==> src/rtl/gfinv_pkg.sv <==
package gfinv_pkg;

   // Number of square-then-multiply steps needed before the final squaring.
   function automatic int unsigned gfinv_steps(input int unsigned m);
      return m - 2;
   endfunction

   // Total pipeline depth: (m-2) steps of m stages plus an m-stage tail.
   function automatic int unsigned gfinv_latency(input int unsigned m);
      return m * (m - 1);
   endfunction

   // Placement of the squarer inside the tail stage.
   typedef enum logic {
      TAIL_SQ_FRONT = 1'b0,
      TAIL_SQ_BACK  = 1'b1
   } tail_sq_place_e;

endpackage

==> src/rtl/gfinv_squarer.sv <==
module gfinv_squarer #(
   parameter int unsigned M    = 8,
   parameter logic [M-1:0] POLY = 8'h1B
) (
   input  logic [M-1:0] a_i,
   output logic [M-1:0] sq_o
);
   localparam int unsigned WIDE = 2 * M - 1;

   logic [WIDE-1:0] spread;
   logic [WIDE-1:0] folded;
   logic [WIDE-1:0] poly_wide;

   assign poly_wide = {{(M - 1){1'b0}}, POLY};

   // Squaring in characteristic two only spreads the bits apart.
   always_comb begin
      spread = '0;
      for (int i = 0; i < M; i++) begin
         spread[2 * i] = a_i[i];
      end
   end

   // Fold the high terms back, working from the top term downward.
   always_comb begin
      folded = spread;
      for (int k = WIDE - 1; k >= M; k--) begin
         if (folded[k]) begin
            folded    = folded ^ (poly_wide << (k - M));
            folded[k] = 1'b0;
         end
      end
   end

   assign sq_o = folded[M-1:0];

endmodule

==> src/rtl/gfinv_mul_cell.sv <==
module gfinv_mul_cell #(
   parameter int unsigned M    = 8,
   parameter logic [M-1:0] POLY = 8'h1B
) (
   input  logic [M-1:0] acc_i,
   input  logic [M-1:0] mcand_i,
   input  logic         bit_i,
   output logic [M-1:0] acc_o
);
   logic [M-1:0] shifted;

   // Multiply the accumulator by x, then add the partial product for this bit.
   assign shifted = {acc_i[M-2:0], 1'b0} ^ (acc_i[M-1] ? POLY : '0);
   assign acc_o   = shifted ^ (bit_i ? mcand_i : '0);

endmodule

==> src/rtl/gfinv_step.sv <==
module gfinv_step #(
   parameter int unsigned M    = 8,
   parameter logic [M-1:0] POLY = 8'h1B
) (
   input  logic         clk,
   input  logic         rst,
   input  logic         v_i,
   input  logic [M-1:0] a_i,
   input  logic [M-1:0] b_i,
   output logic         v_o,
   output logic [M-1:0] a_o,
   output logic [M-1:0] p_o
);
   // One register stage per bit of the squared multiplier, taken MSB first.
   logic [M-1:0] sq_in;
   logic [M-1:0] acc_q [M];
   logic [M-1:0] opa_q [M];
   logic [M-1:0] sqv_q [M];
   logic [M-1:0] vld_q;
   logic [M-1:0] acc_d [M];

   gfinv_squarer #(.M(M), .POLY(POLY)) u_sq (
      .a_i  (b_i),
      .sq_o (sq_in)
   );

   for (genvar k = 0; k < M; k++) begin : g_stage
      logic [M-1:0] src_acc;
      logic [M-1:0] src_opa;
      logic [M-1:0] src_sq;
      if (k == 0) begin : g_head
         assign src_acc = '0;
         assign src_opa = a_i;
         assign src_sq  = sq_in;
      end else begin : g_body
         assign src_acc = acc_q[k-1];
         assign src_opa = opa_q[k-1];
         assign src_sq  = sqv_q[k-1];
      end
      gfinv_mul_cell #(.M(M), .POLY(POLY)) u_cell (
         .acc_i   (src_acc),
         .mcand_i (src_opa),
         .bit_i   (src_sq[M-1-k]),
         .acc_o   (acc_d[k])
      );
   end

   always_ff @(posedge clk) begin
      acc_q[0] <= acc_d[0];
      opa_q[0] <= a_i;
      sqv_q[0] <= sq_in;
      for (int k = 1; k < M; k++) begin
         acc_q[k] <= acc_d[k];
         opa_q[k] <= opa_q[k-1];
         sqv_q[k] <= sqv_q[k-1];
      end
   end

   always_ff @(posedge clk) begin
      if (rst) begin
         vld_q <= '0;
      end else begin
         vld_q <= {vld_q[M-2:0], v_i};
      end
   end

   assign v_o = vld_q[M-1];
   assign a_o = opa_q[M-1];
   assign p_o = acc_q[M-1];

endmodule

==> src/rtl/gfinv_tail.sv <==
module gfinv_tail
   import gfinv_pkg::*;
#(
   parameter int unsigned   M     = 8,
   parameter logic [M-1:0]  POLY  = 8'h1B,
   parameter int unsigned   DEPTH = 8,
   parameter tail_sq_place_e PLACE = TAIL_SQ_FRONT
) (
   input  logic         clk,
   input  logic         rst,
   input  logic         v_i,
   input  logic [M-1:0] b_i,
   output logic         v_o,
   output logic [M-1:0] r_o
);
   logic [M-1:0] sq_src;
   logic [M-1:0] sq_res;
   logic [M-1:0] pad_in;
   logic [M-1:0] pad_out;

   gfinv_squarer #(.M(M), .POLY(POLY)) u_sq (
      .a_i  (sq_src),
      .sq_o (sq_res)
   );

   if (PLACE == TAIL_SQ_FRONT) begin : g_front
      assign sq_src = b_i;
      assign pad_in = sq_res;
      assign r_o    = pad_out;
   end else begin : g_back
      assign pad_in = b_i;
      assign sq_src = pad_out;
      assign r_o    = sq_res;
   end

   if (DEPTH == 0) begin : g_none
      assign pad_out = pad_in;
      assign v_o     = v_i;
   end else begin : g_pad
      logic [M-1:0] dat_q [DEPTH];
      logic [DEPTH-1:0] vld_q;

      always_ff @(posedge clk) begin
         dat_q[0] <= pad_in;
         for (int k = 1; k < DEPTH; k++) begin
            dat_q[k] <= dat_q[k-1];
         end
      end

      if (DEPTH == 1) begin : g_one
         always_ff @(posedge clk) begin
            if (rst) vld_q <= '0;
            else     vld_q <= v_i;
         end
      end else begin : g_many
         always_ff @(posedge clk) begin
            if (rst) vld_q <= '0;
            else     vld_q <= {vld_q[DEPTH-2:0], v_i};
         end
      end

      assign pad_out = dat_q[DEPTH-1];
      assign v_o     = vld_q[DEPTH-1];
   end

endmodule

==> src/rtl/gf_inverter.sv <==
module gf_inverter
   import gfinv_pkg::*;
#(
   parameter int unsigned    M     = 8,
   parameter logic [M-1:0]   POLY  = 8'h1B,
   parameter tail_sq_place_e PLACE = TAIL_SQ_FRONT
) (
   input  logic         clk,
   input  logic         rst,
   input  logic         in_valid,
   input  logic [M-1:0] in_data,
   output logic         out_valid,
   output logic [M-1:0] out_data
);
   localparam int unsigned STEPS = gfinv_steps(M);
   localparam int unsigned LAT   = gfinv_latency(M);

   if (M < 3) begin : g_bad_width
      $error("gf_inverter: M must be at least 3");
   end
   if (POLY[0] != 1'b1) begin : g_bad_poly
      $error("gf_inverter: field polynomial needs a constant term");
   end
   if (LAT != STEPS * M + M) begin : g_bad_depth
      $error("gf_inverter: stage depths do not add up to the latency");
   end

   logic         v_lnk [STEPS+1];
   logic [M-1:0] a_lnk [STEPS+1];
   logic [M-1:0] b_lnk [STEPS+1];

   // The running power starts as the operand itself.
   assign v_lnk[0] = in_valid;
   assign a_lnk[0] = in_data;
   assign b_lnk[0] = in_data;

   for (genvar s = 0; s < STEPS; s++) begin : g_chain
      gfinv_step #(.M(M), .POLY(POLY)) u_step (
         .clk (clk),
         .rst (rst),
         .v_i (v_lnk[s]),
         .a_i (a_lnk[s]),
         .b_i (b_lnk[s]),
         .v_o (v_lnk[s+1]),
         .a_o (a_lnk[s+1]),
         .p_o (b_lnk[s+1])
      );
   end

   gfinv_tail #(.M(M), .POLY(POLY), .DEPTH(M), .PLACE(PLACE)) u_tail (
      .clk (clk),
      .rst (rst),
      .v_i (v_lnk[STEPS]),
      .b_i (b_lnk[STEPS]),
      .v_o (out_valid),
      .r_o (out_data)
   );

endmodule

==> config.mk <==
export PLATFORM = sky130hd
export DESIGN_NAME = gf_inverter
export DESIGN_NICKNAME = d
export VERILOG_FILES = /design/src/rtl/gfinv_pkg.sv /design/src/rtl/gfinv_squarer.sv /design/src/rtl/gfinv_mul_cell.sv /design/src/rtl/gfinv_step.sv /design/src/rtl/gfinv_tail.sv /design/src/rtl/gf_inverter.sv
export SDC_FILE = /design/constraint.sdc
export NUM_CORES = 1
export LEC_CHECK = 0
export BUFFER_PORTS_ARGS = -buffer_cell sky130_fd_sc_hd__buf_2
export CORE_AREA = 2 2 229 231
export DETAILED_ROUTE_END_ITERATION = 12
export DIE_AREA = 0 0 231 233
export GPL_TIMING_DRIVEN = 0
export PLACE_DENSITY = 0.7
export SLEW_MARGIN = 10
export SYNTH_ARGS = -nofsm -noshare
export SYNTH_HDL_FRONTEND = slang
export SYNTH_SLANG_ARGS = --single-unit
==> constraint.sdc <==
create_clock -name clk -period 1.5 [get_ports clk]
set_clock_uncertainty 0.15 [all_clocks]
set_input_delay 0.3 -clock clk [delete_from_list [all_inputs] [get_ports clk]]
set_output_delay 0.3 -clock clk [all_outputs]
set_load 0.05 [all_outputs]
Word-level counts from Yosys, hierarchy flattened --
Memories as Yosys holds them, arrays and structs flattened. Index checks and enable logic that the tools add are counted.
Cells by class: bitwise gates (word level) 133, muxes and demuxes 139
Operators by type and width (number):
- bitwise XOR 8 bit | 84
- 2-to-1 mux 8 bit | 55
- 2-to-1 mux 5 bit | 49
- inverter 4 bit | 49
- 2-to-1 mux 11 bit | 7
- 2-to-1 mux 10 bit | 7
- 2-to-1 mux 9 bit | 7
- 2-to-1 mux 7 bit | 7
- 2-to-1 mux 6 bit | 7
Storage, ports and cells: bits of input ports 11, register bits 56, RAM bits 1216, output and inout port bits 9, memories kept 19
Memory list:
- g_chain[0].u_step.acc_q | depth 8, width 8, rd ports 8, clocked after memory_dff 0, wr ports 8, RTL line gfinv_step.sv:16 | logic [M-1:0] acc_q [M];
- g_chain[0].u_step.opa_q | depth 8, width 8, rd ports 8, clocked after memory_dff 0, wr ports 8, RTL line gfinv_step.sv:17 | logic [M-1:0] opa_q [M];
- g_chain[0].u_step.sqv_q | depth 8, width 8, rd ports 7, clocked after memory_dff 0, wr ports 8, RTL line gfinv_step.sv:18 | logic [M-1:0] sqv_q [M];
- g_chain[1].u_step.acc_q | depth 8, width 8, rd ports 8, clocked after memory_dff 0, wr ports 8, RTL line gfinv_step.sv:16
- g_chain[1].u_step.opa_q | depth 8, width 8, rd ports 8, clocked after memory_dff 0, wr ports 8, RTL line gfinv_step.sv:17
- g_chain[1].u_step.sqv_q | depth 8, width 8, rd ports 7, clocked after memory_dff 0, wr ports 8, RTL line gfinv_step.sv:18
- +13 memories

Logic depth before layout (Yosys ltp) --
Gate-level depths: netlist of run 1. An unclocked memory read counts as a cell.
depth in word-level cells 15, depth in mapped cells 3

By module --
A second synthesis of run 1 with hierarchy kept.
Second synthesis, totals: cells, all modules 2203, area total of the unflattened synthesis 28906.5 µm²
Modules (own cells, without submodules):
- gfinv_step | instances 6, sequential area each 3283.1 µm², cells each 181, area each 3397.0 µm²
- gfinv_mul_cell | instances 48, sequential area each 0.0 µm², cells each 20, area each 131.4 µm²
- gfinv_tail | instances 1, sequential area each 1441.4 µm², cells each 80, area each 1491.4 µm²
- gfinv_squarer | instances 7, sequential area each 0.0 µm², cells each 11, area each 103.8 µm²

Worst setup path after synthesis of run 1 --
No wires, ideal clock.
path type input to register, from in rst, to reg g_chain[0].u_step.vld_q[1], slack 0.355 ns, stages 3, data arrival time 0.881 ns, library setup time 0.114 ns, cells stage by stage clkbuf_2 clkbuf_1 and2b_1
RTL lines:
- from (decl) | RTL line gf_inverter.sv:9 | input logic rst,
- to (signal assigned) | RTL line gfinv_step.sv:63 | vld_q <= {vld_q[M-2:0], v_i};
- to (decl) | RTL line gfinv_step.sv:19 | logic [M-1:0] vld_q;
No word-level cell between the ends.

==> flow_summary.ini, run 1 <==
[outcome]
status = finished, violations left
violations = setup timing

[drt]
viasPerCell = 4.27
first_pass_iters = 4
wire_per_inst_um = 12.2
antenna_left = 0
dr.first_iter.drc_count = 390
drc_errors = 0
dr_total_vias = 12600
finalWirelength_mm = 35.9

[finish]
drive_above_1_share = 0.0825
stdcell_area_um2 = 32200
instances_no_fill = 2947
area_growth_pct = 15.3
final_nets = 2205
antenna_cells = 0

[global_routing]
antenna_found_initial = 2
grt_pass1_vias = 13000
grt_pass1_wl_mm = 61.3
grt_overflow = 0
grt_max_degree = 16
grtUsageTotal = 0.142

[sta]
finalSetupViolCount = 9
worst_pin_slew_ns = 0.454
fin_worst_hold_slack_ns = 0.163
finalCritPeriodShare = 1.04
relSlewSlack = 0.697
worst_slack_ns = -0.0671
final.setup.tns_ns = -0.368
drv_slew = 0
clock.fmax_mhz = 638
period_needed_ns = 1.57
hold_viol_final = 0
grt_setup_unrepaired = true

[setup_path]
end_kind = output port
critPathMaxFanout = 1
crit_buf_inv = 1
worst_path_max_delay_cell = dfxtp_4
critPathTopFamily = flip-flops
max_stage_delay_ns = 0.37
worstPathArrival_ns = 1.12
critPathKind = reg2out
crit_required_ns = 1.05
path_cells = buf_8
startpoint_type = register

[synth]
synth.avg_cell_area_um2 = 13.4
yosysSeqAreaShare = 0.751
synth.largest_area_cell = dfxtp_1
netlist_top_cells_area = dfxtp_1, xnor2_1, nand2_1
netlist_top_cells_count = dfxtp_1, xnor2_1, nand2_1
synth_edf_count = 0
synthFlopType = dfxtp_1
yosysWarnings = 0
async_reset_ff_frac = 0
synth_nets = 2089
synth_area_um2 = 27900
synth_top_area_frac = 0.751
synth_cells = 2078
yosysMostFrequentCell = dfxtp_1
ys_ff_latch = 1048
synth_cell_type_count = 12

[power]
p_total_w = 0.0797
p_leak_nw = 13.3
ir_worst_vdd_uv = 1740
pwr_density_cell_nw_per_um2 = 2470

[floorplanning]
die_w_um = 231
rows = 83
start_util = 0.546
io_pins = 20
core_um2 = 51100
dieHeight_um = 233
die-area_um2 = 53800

[flow_run]
cap_violations = 0

[place]
io_buffers = 18
place_area_um2 = 28900
hpwl_mm = 23.8
globalplace.congestion = 0.717
dp_cells = 2776

[cts]
cts_sinks = 1048
cts_tree = done
path_clk_slew_ns = 0.06
clock_latency_ns = 0.62
cts.path.max_buffers = 3
post_cts_buffers = 0
htreeDepth = 3
cts-root-buf = clkbuf_16
numCtsBuffers = 94

[worst_hold_path]
hp-class = reg2reg
[final timing paths]
kind | from | to | slack, ns | cells past startpoint
min reg2reg | g_chain[5].u_step.sqv_q[0][4]$_DFF_P_ | g_chain[5].u_step.sqv_q[0][12]$_DFF_P_ | 0.16 | 0
min | g_chain[5].u_step.sqv_q[0][4]$_DFF_P_ | g_chain[5].u_step.sqv_q[0][12]$_DFF_P_ | 0.16 | 0
max reg2reg | g_chain[5].u_step.sqv_q[1][16]$_DFF_P_ | g_chain[5].u_step.acc_q[1][25]$_DFF_P_ | 0.19 | 3
max | u_tail.g_pad.dat_q[1][31]$_DFF_P_ | out_data[7] | -0.07 | 1
[stage by stage]
stage / util / worst slack [ns]
after detailed placement: 0.565 / 0.153
after floorplan: - / 0.355
final: 0.630 / -0.0671
after global placement: 0.565 / 0.165
after CTS: 0.630 / -0.117
after global routing: 0.630 / -0.123
[layout by cell type, fill, tap and decap left out]
cell type      count
inv_6              4
xnor2_1          378
xor2_1           144
dfxtp_4            1
inv_16             1
clkinvlp_4         1
bufinv_16         11
buf_2             11
clkbuf_16         95
xor2_2            11
dfxtp_1         1039
and2_1            46
and2b_1           22
clkbuf_2           1
clkbuf_1          69
nor2b_1           36
nand2_1          336
buf_12             1
clkbuf_8          19
dfxtp_2            8
dlygate4sd3_1     10
clkinv_2          15
buf_8              8
[cell type report]
type	count	area, um2
multi-input cells	973	6690
well taps	680	851
flip-flops and latches	1048	21000
fillers	3810	18900
clock inverters	32	468
plain buffers	49	188
repair buffers	28	285
clock buffers	137	2730
[per-layer routing]
layer	part of all wire	global-route usage	wire length, um	up-vias
met5	0	0	0	-
met4	0.027	0.0560	966	0
met3	0.036	0.0381	1310	84
met2	0.54	0.271	19300	137
met1	0.40	0.147	14300	5847
li1	-	-	-	6515
[registers in the layout, indices dropped and copies added (netlist names)]
| name | cells |
|---|---|
| u_tail.g_pad.dat_q | 64 |
| g_chain.u_step.vld_q | 48 |
| g_chain.u_step.opa_q | 376 |
| g_chain.u_step.acc_q | 384 |
| g_chain.u_step.sqv_q | 168 |
| u_tail.g_pad.vld_q | 8 |
[kinds of logic (layout without fill, tap and decap cells)]
logic type | Yosys count | after routing | synth area share
buffers and inverters | 57 | 246 | 0.00887
DFF | 1048 | 1048 | 0.751
and+or+nand+nor | 440 | 440 | 0.0695
xor gates and xnor gates | 533 | 533 | 0.170
[repair_timing]
action,in CTS,in global routing
setup endpoints to repair,9,9
cloned,0,0
hold endpoints to repair,40,0
resized for setup,37,1
pin swaps,0,0
hold buffers,10,0
[power by group]
part | total, W | leakage (nW) | internal, W | switching (W)
Clock | 0.0240 | 1.58 | 0.0145 | 0.00954
Combinational | 0.0150 | 2.90 | 0.00829 | 0.00668
Sequential | 0.0407 | 8.81 | 0.0365 | 0.00419
Power figures use the tool's default switching activity.
==> run 2: changes to the inputs <==
Settings changed: CTS_BUF_LIST from default to sky130_fd_sc_hd__clkbuf_4 sky130_fd_sc_hd__clkbuf_8.
==> run 2 against run 1 <==
Compared with the run above:
- clock power decreased by 5%
- critical path type unchanged
- cell area increased by 0.32%
- worst hold slack got worse by 0.057 ns
- first-iteration DRC count decreased by 12%
- worst setup slack got worse by 0.14 ns
- non-clock buffer count increased by 5
- combinational power about the same
- power decreased by 1.6%
- sequential cell count unchanged
- sequential share of layout area decreased by 0.21 points
- final cell count increased by 3.7%
- the flow still finishes with violations (setup timing)
- sequential power about the same
==> flow_summary.ini, run 2 (synthesis results as in run 1) <==
[setup_path]
crit_buf_inv = 1
end_kind = output port
r2r_slack_ns = 0.21
path_depth = 1
worst_path_max_delay_cell = dfxtp_4
critPathTopFamily = flip-flops
critPathMaxFanout = 1
path_cells = buf_8
critPathKind = reg2out
max_stage_delay_ns = 0.37
crit_required_ns = 1.05
reg2reg_depth = 3
worstPathArrival_ns = 1.25
startpoint_type = register

[finish]
final_cell_mix = dfxtp_1, xnor2_1, nand2_1
stdcell_area_um2 = 32300
final_nets = 2268
largest-register = g_chain.u_step.acc_q
num-fill-cells = 3821
top_regs = g_chain.u_step.acc_q (384), g_chain.u_step.opa_q (376), g_chain.u_step.sqv_q (168)
largest_reg_flops = 384
layout_commonest_cell = dfxtp_1
area_growth_pct = 15.7
drive_above_1_share = 0.132
fin_util = 0.632
antenna_cells = 0

[drt]
drc_errors = 0
antenna_left = 0
first_pass_iters = 4
viasPerCell = 4.24
wire_per_inst_um = 11.8
dr_total_vias = 12900
finalWirelength_mm = 36.2
dr.first_iter.drc_count = 342

[outcome]
violations = setup timing
status = finished, violations left

[global_routing]
antenna_found_initial = 2
grtUsageTotal = 0.145
grt_pass1_wl_mm = 62.0
grt_overflow = 0
grt_pass1_vias = 13600
grt_max_degree = 17

[sta]
hold_viol_final = 0
fin_worst_hold_slack_ns = 0.106
finalCritPeriodShare = 1.13
drv_slew = 0
period_needed_ns = 1.70
finalSetupViolCount = 9
grt_setup_unrepaired = true
relSlewSlack = 0.690
worst_pin_slew_ns = 0.466
worst_slack_ns = -0.202
clock.fmax_mhz = 587

[cts]
cts-root-buf = clkbuf_8
clock_latency_ns = 0.75
cts_sinks = 1048
path_clk_slew_ns = 0.06
post_cts_buffers = 0
cts.path.max_buffers = 3
htreeDepth = 4
cts_tree = done
numCtsBuffers = 152

[floorplanning]
die-area_um2 = 53800
io_pins = 20
start_util = 0.546
core_um2 = 51100
die_w_um = 231
dieHeight_um = 233
rows = 83

[power]
pwr_density_cell_nw_per_um2 = 2430
p_leak_nw = 13.5
ir_worst_vdd_uv = 1630

[place]
io_buffers = 18
hpwl_mm = 23.8
globalplace.congestion = 0.717
place_area_um2 = 28900

[flow_run]
cap_violations = 0

[worst_hold_path]
hp-class = in2reg
hold_path_depth = 2
==> run 2: cell types whose count changed in the layout (fill, tap and decap cells not counted), moves of 6 or more <==
cell | previous run | this run
clkbuf_1 | 69 | 45
clkbuf_8 | 19 | 184
bufinv_16 | 11 | 2
clkbuf_16 | 95 | 0
dlygate4sd3_1 | 10 | 16
clkinv_2 | 15 | 9
clkbuf_4 | 0 | 62
==> run 2: final cells by class <==
class	instances	area, um2	share of cell area
Tap cell	680	851	0.0263
Timing Repair Buffer	34	345	0.0107
Clock buffer	246	3000	0.0928
Multi-Input combinational cell	973	6690	0.207
Buffer	48	184	0.00569
Sequential cell	1048	21000	0.650
Clock inverter	26	243	0.00751
==> run 2: timing repair <==
| action | CTS | global route |
|---|---|---|
| hold buffers | 16 | 0 |
| resized for setup | 37 | 1 |
| cloned | 0 | 0 |
| endpoints found under the setup margin | 9 | 10 |
| endpoints found under the hold margin | 76 | 0 |
| pin swaps | 0 | 0 |
==> run 2: metal layers <==
| metal | part of all wire | GRT usage | vias to the layer above |
|---|---|---|---|
| met2 | 0.53 | 0.265 | 183 |
| met1 | 0.40 | 0.146 | 5994 |
| met5 | 0 | 0 | - |
| li1 | - | - | 6676 |
| met3 | 0.044 | 0.0447 | 94 |
| met4 | 0.031 | 0.0837 | 0 |
==> run 2: worst paths after layout <==
kind	start	to
worst min register to register	u_tail.g_pad.dat_q[1][18]$_DFF_P_	u_tail.g_pad.dat_q[1][26]$_DFF_P_
worst max register to register	g_chain[5].u_step.sqv_q[1][16]$_DFF_P_	g_chain[5].u_step.acc_q[1][30]$_DFF_P_
worst min-delay path	in_data[4]	g_chain[0].u_step.opa_q[0][4]$_DFF_P_
worst max-delay path	u_tail.g_pad.dat_q[1][31]$_DFF_P_	out_data[7]
==> run 2: report_power, final <==
part           leakage, nW  switching, W  internal, W
registers             8.81       0.00416       0.0365
clock network         1.72       0.00983       0.0130
logic                 2.92       0.00658      0.00830
total                 13.5        0.0206       0.0578
==> run 2: through the flow <==
stage,TNS [ns],worst slack (ns),cells,total power [W]
after floorplan,0,0.355,2078,0.0530
after global placement,0,0.165,2776,0.0560
after detailed placement,0,0.153,2776,0.0565
after CTS,-2.43,-0.298,3056,0.0797
after global routing,-2.27,-0.272,3055,0.0833
final,-1.57,-0.202,3055,0.0784
